### config.mk
export PLATFORM = sky130hd
export DESIGN_NAME = flash_status_guard
export DESIGN_NICKNAME = d
export VERILOG_FILES = /design/src/rtl/fsg_pkg.sv /design/src/rtl/fsg_wel.sv /design/src/rtl/fsg_gate.sv /design/src/rtl/fsg_sreg.sv /design/src/rtl/flash_status_guard.sv
export SDC_FILE = /design/constraint.sdc
export NUM_CORES = 1
export LEC_CHECK = 0
export BUFFER_PORTS_ARGS = -buffer_cell sky130_fd_sc_hd__buf_2
export CORE_AREA = 2 2 39 41
export CTS_CLUSTER_SIZE = 25
export DETAILED_ROUTE_END_ITERATION = 10
export DIE_AREA = 0 0 41 43
export MAX_ROUTING_LAYER = met4
export SLEW_MARGIN = 20
export SYNTH_ARGS = -nofsm -noshare
export SYNTH_HDL_FRONTEND = slang
export SYNTH_SLANG_ARGS = --single-unit
### constraint.sdc
create_clock -name clk -period 1.1 [get_ports clk]
set_input_delay 0 -clock clk [delete_from_list [all_inputs] [get_ports clk]]
set_output_delay 0 -clock clk [all_outputs]
set_load 0.01 [all_outputs]
### src/rtl/fsg_pkg.sv
package fsg_pkg;
  localparam int SR_W     = 8;
  localparam int BP_W     = 3;
  localparam int BP_LSB   = 2;
  localparam int SRWD_POS = 7;
endpackage

### src/rtl/fsg_wel.sv
module fsg_wel (
  input  logic clk,
  input  logic rst,
  input  logic set_i,
  input  logic clr_i,
  output logic wel_o
);
  logic wel_q;

  always_ff @(posedge clk) begin
    if (rst)        wel_q <= 1'b0;
    else if (clr_i) wel_q <= 1'b0;
    else if (set_i) wel_q <= 1'b1;
  end

  assign wel_o = wel_q;

  // a set with no competing clear lands next cycle
  p_set_r2: assert property (@(posedge clk) disable iff (rst)
    (set_i && !clr_i) |=> wel_q);
  // consuming the latch clears it
  p_clear_r4: assert property (@(posedge clk) disable iff (rst)
    clr_i |=> !wel_q);
  // with no request the latch holds
  p_hold_r3: assert property (@(posedge clk) disable iff (rst)
    (!set_i && !clr_i) |=> $stable(wel_q));
endmodule

### src/rtl/fsg_gate.sv
module fsg_gate (
  input  logic clk,
  input  logic rst,
  input  logic wrsr_i,
  input  logic busy_i,
  input  logic wel_i,
  input  logic srwd_i,
  input  logic wp_n_i,
  output logic accept_o,
  output logic reject_o,
  output logic hpm_o
);
  logic locked;
  logic hpm_q;

  // protection from the stored bit and the live pin level
  assign locked   = srwd_i & ~wp_n_i;
  assign accept_o = wrsr_i & ~busy_i & wel_i & ~locked;
  assign reject_o = wrsr_i & ~accept_o;

  always_ff @(posedge clk) begin
    if (rst) hpm_q <= 1'b0;
    else     hpm_q <= locked;
  end

  assign hpm_o = hpm_q;

  // busy always refuses
  p_busy_r6: assert property (@(posedge clk) disable iff (rst)
    busy_i |-> !accept_o);
  // without the latch nothing is taken
  p_nowel_r3: assert property (@(posedge clk) disable iff (rst)
    !wel_i |-> !accept_o);
endmodule

### src/rtl/fsg_sreg.sv
module fsg_sreg #(
  parameter int SR_W     = fsg_pkg::SR_W,
  parameter int BP_W     = fsg_pkg::BP_W,
  parameter int BP_LSB   = fsg_pkg::BP_LSB,
  parameter int SRWD_POS = fsg_pkg::SRWD_POS
) (
  input  logic            clk,
  input  logic            rst,
  input  logic            load_i,
  input  logic [SR_W-1:0] data_i,
  output logic [BP_W-1:0] bp_o,
  output logic            srwd_o
);
  logic [BP_W-1:0] bp_q;
  logic            srwd_q;

  for (genvar i = 0; i < BP_W; i++) begin : g_bp
    always_ff @(posedge clk) begin
      if (rst)         bp_q[i] <= 1'b0;
      else if (load_i) bp_q[i] <= data_i[BP_LSB+i];
    end
  end

  always_ff @(posedge clk) begin
    if (rst)         srwd_q <= 1'b0;
    else if (load_i) srwd_q <= data_i[SRWD_POS];
  end

  assign bp_o   = bp_q;
  assign srwd_o = srwd_q;

  // fields change only through an accepted write
  p_frozen_r5: assert property (@(posedge clk) disable iff (rst)
    !load_i |=> ($stable(bp_q) && $stable(srwd_q)));
endmodule

### src/rtl/flash_status_guard.sv
module flash_status_guard #(
  parameter int SR_W     = fsg_pkg::SR_W,
  parameter int BP_W     = fsg_pkg::BP_W,
  parameter int BP_LSB   = fsg_pkg::BP_LSB,
  parameter int SRWD_POS = fsg_pkg::SRWD_POS
) (
  input  logic            clk,
  input  logic            rst,
  input  logic            wren_i,
  input  logic            wrsr_i,
  input  logic [SR_W-1:0] wrsr_data_i,
  input  logic            wp_n_i,
  input  logic            busy_i,
  output logic            wel_o,
  output logic [BP_W-1:0] bp_o,
  output logic            srwd_o,
  output logic            hpm_o,
  output logic            wrsr_accept_o,
  output logic            wrsr_reject_o
);
  logic wel;
  logic srwd;
  logic accept;
  logic reject;
  logic acc_q;
  logic rej_q;

  fsg_wel u_wel (
    .clk   (clk),
    .rst   (rst),
    .set_i (wren_i),
    .clr_i (accept),
    .wel_o (wel)
  );

  fsg_gate u_gate (
    .clk      (clk),
    .rst      (rst),
    .wrsr_i   (wrsr_i),
    .busy_i   (busy_i),
    .wel_i    (wel),
    .srwd_i   (srwd),
    .wp_n_i   (wp_n_i),
    .accept_o (accept),
    .reject_o (reject),
    .hpm_o    (hpm_o)
  );

  fsg_sreg #(
    .SR_W     (SR_W),
    .BP_W     (BP_W),
    .BP_LSB   (BP_LSB),
    .SRWD_POS (SRWD_POS)
  ) u_sreg (
    .clk    (clk),
    .rst    (rst),
    .load_i (accept),
    .data_i (wrsr_data_i),
    .bp_o   (bp_o),
    .srwd_o (srwd)
  );

  always_ff @(posedge clk) begin
    if (rst) begin
      acc_q <= 1'b0;
      rej_q <= 1'b0;
    end else begin
      acc_q <= accept;
      rej_q <= reject;
    end
  end

  assign wel_o         = wel;
  assign srwd_o        = srwd;
  assign wrsr_accept_o = acc_q;
  assign wrsr_reject_o = rej_q;

  // the two result pulses are exclusive
  p_pulses_r3: assert property (@(posedge clk) disable iff (rst)
    $onehot0({wrsr_accept_o, wrsr_reject_o}));
  // an accepted write leaves the latch clear
  p_acc_wel_r4: assert property (@(posedge clk) disable iff (rst)
    wrsr_accept_o |-> !wel_o);
  // protected mode with the pin still low refuses a write
  p_hpm_block_r5: assert property (@(posedge clk) disable iff (rst)
    (hpm_o && !wp_n_i && wrsr_i) |=> !wrsr_accept_o);
  // raising the pin releases protected mode
  p_exit_r8: assert property (@(posedge clk) disable iff (rst)
    wp_n_i |=> !hpm_o);
  // a busy-time write is never taken
  p_busy_r6: assert property (@(posedge clk) disable iff (rst)
    (busy_i && wrsr_i) |=> (!wrsr_accept_o && wrsr_reject_o));
endmodule

==> results of run 1 <==
==> cells in the mapped netlist <==
master,count,area [um2]
dfxtp_1,8,160
a22o_1,4,35.0
a41oi_2,1,16.3
and2_1,1,6.26
inv_1,1,3.75
nand2_2,1,6.26
nand2b_1,1,6.26
nor2_1,1,3.75
nor4b_4,1,23.8
o21a_1,1,7.51
==> cells by family after synthesis <==
group                  share of synthesized area (%)
AO/OA/AOI/OAI                                   21.9
buffers and inverters                           1.39
flip-flops                                      59.5
AND/OR/NAND/NOR                                 17.2
==> cell type report <==
cell class / count / area [um2] / area share [%]
Inverter: 1 / 3.75 / 0.743
Clock buffer: 3 / 22.5 / 4.46
Timing Repair Buffer: 26 / 173 / 34.2
Sequential cell: 8 / 163 / 32.2
Multi-Input combinational cell: 11 / 124 / 24.5
Tap cell: 16 / 20.0 / 3.96
==> registers in the layout (all words and copies together) (netlist names) <==
| name | count |
|---|---|
| u_sreg.bp_o | 3 |
| u_gate.hpm_o | 1 |
| u_sreg.srwd_o | 1 |
| u_wel.wel_o | 1 |
| wrsr_accept_o | 1 |
| wrsr_reject_o | 1 |
==> layer usage <==
layer / part of all wire, % / GRT usage, %
met5: 0 / -
met3: 9.8 / 7.85
met1: 43 / 9.39
met4: 0 / 0
met2: 47 / 14.1
==> worst max-delay path by stage <==
stage / startpoint / to / slack [ps]
after CTS: rst / u_sreg.bp_o[2] / 4
after global routing: rst / u_sreg.bp_o[2] / 4
after global placement: u_wel.wel_o / u_sreg.bp_o[0] / 60
after detailed placement: u_wel.wel_o / u_sreg.bp_o[1] / 30
after floorplan: u_wel.wel_o / u_sreg.bp_o[0] / 90
final: rst / u_sreg.bp_o[2] / 40
==> critical path: cells and delay by family <==
family,cells,cell delay (ps)
AOI/OAI and AO/OA,1,130
and+or+nand+nor,1,260
buffers and inverters,3,860
==> repair_timing <==
action | in CTS | in global routing
hold endpoints to repair | 8 | 0
buffers inserted | 0 | 1
gates resized for setup | 0 | 4
setup endpoints to repair | 0 | 6
hold buffers | 8 | 0
==> power groups by stage <==
stage	clock network (mW)	registers (mW)	logic [mW]
after floorplan	0	0.318	0.0185
after global placement	0	0.313	0.0567
after detailed placement	0	0.313	0.0582
after CTS	0.235	0.306	0.0799
after global routing	0.252	0.310	0.0938
final	0.223	0.309	0.0865
==> metrics.cfg, run 1 <==
[status]
outcome=finished clean

[worst_setup_path]
r2r-start=u_sreg.srwd_o
cp_cell_sequence=dlygate4sd3_1, buf_2, nor4b_4, buf_4, a22o_1
end_kind=register
rr_worst_depth=4
r2r_end=u_sreg.bp_o[2]
startpoint_type=input pin
cp_slowest_stage_delay_ps=530
crit_required_ps=1290
reg2reg_slack_ps=50
cp_max_fo=5
critPathKind=input pin to register
critPathArrivalTime_ps=1260
cpMaxStageDelayCell=dlygate4sd3_1

[drt]
routedWlPerCell_um=11.6
vias=270
drc_errors=0
dr.pass1.iters=3
ant_nets=0
drt-initial-drc-count=1
vias_per_cell=4.15
totalWireLength_um=754

[floorplanning]
rows=14
fp.dieH_um=43
die-area_mm2=0.00176
start_util_pct=19.4
ioPinCount=22
core-area_mm2=0.00138
die_w_um=41

[clock_tree]
cts_max_level=1
cts_root_buffer=clkbuf_4
cts_tree=built
cts.clk_slew.worst_paths_ps=60
cts_buffer_depth=2
cts.sinks=8
numCtsBuffers=3
clkLatencyLatePin_ps=250

[timing]
setup_violations=0
setup_slack_ps=38.5
worstMarginPinSlew_ps=267
hold_slack_ps=39.9
post-route-period-util_pct=96.5
rsz0062_at_grt=no
drv_slew=0
hold_violations=0
fmax_mhz=942
period_needed_ps=1060
fin_skew_ps=2.92
tns_ps=0
relSlewSlack_pct=82.1

[power_and_ir_drop]
power_density_mw_per_mm2=1220
combPwrFrac_pct=14.0
switching_share_pct=22.8
seq_power_share_pct=49.9
internal_power_uw=478
total_power_uw=619
p_sw_uw=141
p_leak_nw=0.244
peakVddDrop_mv=0.588
power.share.clock_pct=36.1

[yosys]
syn_area_per_cell_um2=13.5
yosysSeqAreaShare_pct=59.5
ys_warn_count=0
syn_inst=20
syn_area_um2=269
ys_types=10
syn-num-nets=34
synth_seq_cells=8

[hold_path]
hold_start=wp_n_i
holdCritPathClass=input pin to register
worstHoldEndpoint=u_gate.hpm_o
holdPathStages=3

[grt]
antenna_found_initial=0
grt.overflow.total=0
grt_max_degree=7
grt_pass1_vias=256
grt_pass1_wl_mm=1.01
grtUsageTotal_pct=9.18

[cells_and_area]
final_cells=65
layout_common_cells=17 x buf_2, 8 x dlygate4sd3_1, 6 x dfxtp_1
area_growth_pct=87.9
nets=65
drive_gt1_share_pct=55.1
diodes=0
final_area_um2=505
final_common_cell=buf_2
final_util_pct=36.5
fillCellCount=145

[place]
placed_cell_area_um2=374
gp_congestion=0.617
post-place-ws_ps=27.0
io_buffers=17
numPlacedInstances=53

[job]
drv_cap=0

Note: power is estimated with default switching activity, not from simulation.
==> run 2: changes to the inputs <==
CORE_AREA = 8 8 45 47   (was 2 2 39 41)
DIE_AREA = 0 0 53 55   (was 0 0 41 43)
clock period = 1 ns   (was 1.1 ns; I/O delays follow)
==> run 2 against run 1 <==
Net effect:
- hold slack got worse by 2.7 ps
- count of clock-buffer cells in the layout unchanged
- register-to-register slack got worse by 40 ps
- die area up 65%
- total power increased by 11%
- critical path depth is 2 lower
- sequential power is 9.1% higher
- clock power grew 12%
- combinational power is 15% higher
- wire length is 19% higher
- global-route usage is 2.4 points lower
==> metrics.cfg, run 2 (synthesized netlist as in run 1, its figures left out) <==
[worst_setup_path]
reg2reg_slack_ps=10  ; -40 ps
r2r_end=u_sreg.srwd_o
critPathKind=register to register
end_kind=register
critPathArrivalTime_ps=1180  ; -80 ps
crit_required_ps=1190  ; -100 ps
startpoint_type=register
cp_max_fo=5  ; unchanged
r2r-start=u_sreg.srwd_o
rr_worst_depth=3  ; -1

[power_and_ir_drop]
total_power_uw=687  ; +11%
peakVddDrop_mv=0.633  ; +7.7%
power_density_mw_per_mm2=1350  ; +10%
p_leak_nw=0.250  ; +2.6%

[timing]
drv_slew=0  ; unchanged
fin_skew_ps=1.49  ; -1.43 ps
setup_violations=0  ; unchanged
post-route-period-util_pct=99.0
fmax_mhz=1010
worstMarginPinSlew_ps=337  ; +70.5 ps
setup_slack_ps=10.1  ; -28.4 ps
rsz0062_at_grt=yes
hold_violations=0  ; unchanged
relSlewSlack_pct=77.4  ; -4.7 points
period_needed_ps=990

[hold_path]
holdPathStages=2  ; -1
worstHoldEndpoint=wrsr_reject_o
hold_start=wrsr_i
holdCritPathClass=input pin to register

[clock_tree]
cts_tree=built
cts_root_buffer=clkbuf_4
numCtsBuffers=3  ; unchanged
cts.clk_slew.worst_paths_ps=60  ; about the same
cts_buffer_depth=2  ; unchanged
post-cts-setup-buffers=0  ; unchanged
clkLatencyLatePin_ps=250  ; about the same
cts_max_level=1  ; unchanged
cts.sinks=8  ; unchanged

[drt]
vias=285  ; +5.6%
drc_errors=0  ; unchanged
vias_per_cell=4.32  ; +4.0%
totalWireLength_um=898  ; +19%
ant_nets=0  ; unchanged
dr.pass1.iters=2  ; -1
routedWlPerCell_um=13.6  ; +17%
drt-initial-drc-count=1  ; unchanged

[grt]
grt_pass1_vias=320  ; +25%
grt.overflow.total=0  ; unchanged
antenna_found_initial=0  ; unchanged
use_met1_pct=8.40  ; -0.99 points
grt_max_degree=7  ; unchanged
busiest_layer=met2
grt_pass1_wl_mm=1.43  ; +42%
grtUsageTotal_pct=6.77  ; -2.4 points
use_met2_pct=8.79  ; -5.3 points
use_met3_pct=4.55  ; -3.3 points

[cells_and_area]
largest_reg_flops=3  ; unchanged
final_common_cell=buf_2
layout_common_cells=17 x buf_2, 6 x dlygate4sd3_1, 6 x dfxtp_1
drive_gt1_share_pct=60.0  ; +4.9 points
final_area_um2=508  ; +0.49%
final_cells=66  ; +1.5%
diodes=0  ; unchanged
nets=66  ; +1.5%
area_growth_pct=88.8

[floorplanning]
rows=14  ; unchanged
die_w_um=53  ; +29%
fp.dieH_um=55  ; +28%
start_util_pct=19.4  ; unchanged
ioPinCount=22  ; unchanged
core-area_mm2=0.00138  ; unchanged
die-area_mm2=0.00292  ; +65%

[place]
dp.final_hpwl_um=634
numPlacedInstances=57  ; +7.5%
placed_cell_area_um2=405  ; +8.4%
gp_congestion=0.703  ; +14%
io_buffers=17  ; unchanged
post-place-ws_ps=-18.6  ; -45.5 ps

[status]
outcome=finished clean

[job]
drv_cap=0  ; unchanged

-- run 2: cell count changes in the layout (fill, tap and decap cells not counted) --
cell,change
dlygate4sd3_1,-2
buf_4,+3
-- run 2: final cells by class --
cell class | count | area (um2)
Inverter | 1 | 3.75
Tap cell | 16 | 20.0
Timing Repair Buffer | 27 | 175
Sequential cell | 8 | 163
Clock buffer | 3 | 22.5
Fill cell | 144 | 876
Multi-Input combinational cell | 11 | 124
-- run 2: how the worst max path moves through the flow --
stage,slack (ps),from,to,cells after the start
5_1_grt,-60,u_wel.wel_o,u_sreg.srwd_o,3
2_1_floorplan,20,u_sreg.srwd_o,u_sreg.bp_o[0],3
4_1_cts,-8,u_wel.wel_o,u_sreg.srwd_o,3
3_5_place_dp,-20,u_sreg.srwd_o,u_sreg.bp_o[0],3
3_3_place_gp,8,u_sreg.srwd_o,u_sreg.bp_o[2],3
6_report,10,u_sreg.srwd_o,u_sreg.srwd_o,3
-- run 2: power breakdown --
part / switching [mW] / internal [mW]
clock: 0.112 / 0.138
combinational: 0.0427 / 0.0572
sequential: 0.00613 / 0.331
total: 0.161 / 0.526
-- run 2: metal layers --
metal | vias to the layer above | wire (um)
met1 | 131 | 435
li1 | 134 | -
met4 | 0 | 0
met5 | - | 0
met3 | 0 | 118
met2 | 20 | 344
-- run 2: worst max-delay path: stages (launching register included) --
cell and delay, ps:
dfxtp_2 330, nand2b_4 90, nor4b_4 310, a22o_1 200
-- run 2: metrics by stage --
stage | TNS (ps) | hold slack (ps) | util, %
6_report | 0 | 37.2 | 36.7
5_1_grt | -201 | 48.1 | 36.7
4_1_cts | -7.55 | 1.96 | 35.9
3_5_place_dp | -77.6 | 202 | 29.3
3_3_place_gp | 0 | 208 | 29.3
2_1_floorplan | 0 | 72.4 | -
-- run 2: timing repair --
item | CTS | global route
resized for setup | 2 | 1
setup endpoints to repair | 6 | 7
endpoints found under the hold margin | 6 | 0
hold buffers | 6 | 0
pin swaps | 1 | 3
==> run 3: changes to the inputs <==
REMOVE_ABC_BUFFERS = 1   (was unset)
clock period = 0.82 ns   (was 1 ns; I/O delays follow)
==> run 3 against run 2 <==
Net effect:
- the run now ends with negative hold slack, negative setup slack left
- first-iteration DRC count increased by 100%
- critical path type unchanged
- clock power increased by 17%
- fmax increased by 1.6%
- cell area increased by 5.4%
- combinational power increased by 41%
- die area unchanged
- non-clock buffer count increased by 1
- global-route usage increased by 0.68 points
- core utilization increased by 2.0 points
- worst setup slack got worse by 160 ps
- total power increased by 23%
==> metrics.cfg, run 3 (synthesized netlist as in run 1, its figures left out) <==
[status]
outcome=complete, but fails checks
violations=negative hold slack, negative setup slack

[drt]
ant_nets=0  ; unchanged
drc_errors=0  ; unchanged
totalWireLength_um=866  ; -3.6%
vias_per_cell=4.06  ; -6.0%
routedWlPerCell_um=12.9  ; -5.0%
drt-initial-drc-count=2  ; +1
vias=272  ; -4.6%
dr.pass1.iters=2  ; unchanged

[cells_and_area]
final_common_cell=buf_2
final_cells=67  ; +1.5%
diodes=0  ; unchanged
nets=67  ; +1.5%
area_growth_pct=99.1
largest_reg_flops=3  ; unchanged
layout_common_cells=15 x buf_2, 6 x dlygate4sd3_1, 6 x dfxtp_1
drive_gt1_share_pct=60.8  ; +0.78 points

[grt]
grt_pass1_vias=330  ; +3.1%
grtUsageTotal_pct=7.45  ; +0.68 points
grt.overflow.total=0  ; unchanged
antenna_found_initial=0  ; unchanged
grt_max_degree=7  ; unchanged
grt_pass1_wl_mm=1.46  ; +1.9%

[timing]
relSlewSlack_pct=78.2  ; +0.84 points
fin_skew_ps=3.01  ; +1.52 ps
setup_slack_ps=-154  ; -164 ps
setup_violations=8  ; +8
rsz0062_at_grt=yes
worstMarginPinSlew_ps=325  ; -12.5 ps
hold_slack_ps=-20.8  ; -58.0 ps
drv_slew=0  ; unchanged
tns_ps=-1010  ; -1010 ps
fmax_mhz=1030  ; +1.6%
post-route-period-util_pct=119  ; +20 points
hold_violations=1  ; +1
period_needed_ps=974  ; -15.6 ps

[worst_setup_path]
r2r-start=u_sreg.srwd_o
critPathKind=register to register
cp_max_fo=5  ; unchanged
crit_required_ps=1010  ; -180 ps
r2r_end=u_sreg.srwd_o
startpoint_type=register
critPathArrivalTime_ps=1160  ; -20 ps
rr_worst_depth=3  ; unchanged
reg2reg_slack_ps=-150  ; -160 ps
end_kind=register

[floorplanning]
ioPinCount=22  ; unchanged
fp.dieH_um=55  ; unchanged
core-area_mm2=0.00138  ; unchanged
rows=14  ; unchanged
start_util_pct=19.4  ; unchanged
die_w_um=53  ; unchanged
die-area_mm2=0.00292  ; unchanged

[place]
dp.final_hpwl_um=615  ; -3.0%
io_buffers=17  ; unchanged
numPlacedInstances=57  ; unchanged
gp_congestion=0.721  ; +2.5%

[clock_tree]
numCtsBuffers=3  ; unchanged
clkLatencyLatePin_ps=250  ; about the same
cts.clk_slew.worst_paths_ps=50  ; about the same
cts.sinks=8  ; unchanged
cts-hold-fix-buffers=6  ; unchanged
cts_tree=built
cts_buffer_depth=2  ; unchanged
cts_max_level=1  ; unchanged
cts_root_buffer=clkbuf_4

[power_and_ir_drop]
total_power_uw=846  ; +23%
power_density_mw_per_mm2=1580  ; +17%
p_leak_nw=0.259  ; +3.5%
peakVddDrop_mv=0.868  ; +37%

[hold_path]
holdPathStages=2  ; unchanged
worstHoldEndpoint=wrsr_accept_o
hold_start=busy_i
holdCritPathClass=input pin to register

[job]
drv_cap=0  ; unchanged

run 3: cell count changes in the layout (fill, tap and decap cells not counted):
cell / before / now
buf_6: 0 / 4
buf_2: 17 / 15
buf_4: 4 / 3
run 3: metal layers:
layer	track usage (%)	vias up	part of all wire, %	routed length [um]
met1	7.95	117	48	416
met3	5.61	2	15	130
met2	9.77	18	36	312
met5	-	-	0	0
met4	3.88	0	0.81	7
li1	-	135	-	-
run 3: critical path, stage by stage (launching register included):
cell	delay [ps]
dfxtp_2	340
nand2b_4	90
nor4b_4	300
a22o_1	190
run 3: worst max-delay path by stage:
| stage | cells after the start | slack (ps) | start | to |
|---|---|---|---|---|
| finish | 3 | -150 | u_sreg.srwd_o | u_sreg.srwd_o |
| CTS | 3 | -150 | u_sreg.srwd_o | u_sreg.srwd_o |
| global route | 3 | -240 | u_wel.wel_o | u_sreg.bp_o[0] |
| detailed placement | 3 | -190 | u_sreg.srwd_o | u_sreg.bp_o[1] |
| floorplan | 3 | -190 | u_wel.wel_o | u_sreg.bp_o[0] |
| global placement | 3 | -160 | u_wel.wel_o | u_sreg.bp_o[2] |
run 3: repair_timing:
item | in CTS | in global routing
pin swaps | 2 | 3
resized for setup | 6 | 2
cloned | 0 | 0
endpoints found under the setup margin | 9 | 9
hold endpoints to repair | 7 | 1
setup buffers | 0 | 2
run 3: cell type report:
class	instances	area (um2)
clock buffers	3	22.5
repair buffers	28	203
fillers	135	848
flip-flops and latches	8	163
inverters	1	3.75
well taps	16	20.0
multi-input cells	11	124
run 3: through the flow:
stage	util [%]	worst slack [ps]	instance area [um2]
CTS	37.6	-149	520
floorplan	-	-187	269
global placement	29.2	-162	404
finish	38.7	-154	536
detailed placement	29.2	-191	404
global route	38.7	-242	536
run 3: power by group:
group | leakage (nW) | switching, mW | total, mW | internal, mW
registers | 0.0659 | 0.00785 | 0.412 | 0.404
clock network | 0.0138 | 0.125 | 0.292 | 0.167
logic | 0.179 | 0.0554 | 0.141 | 0.0860
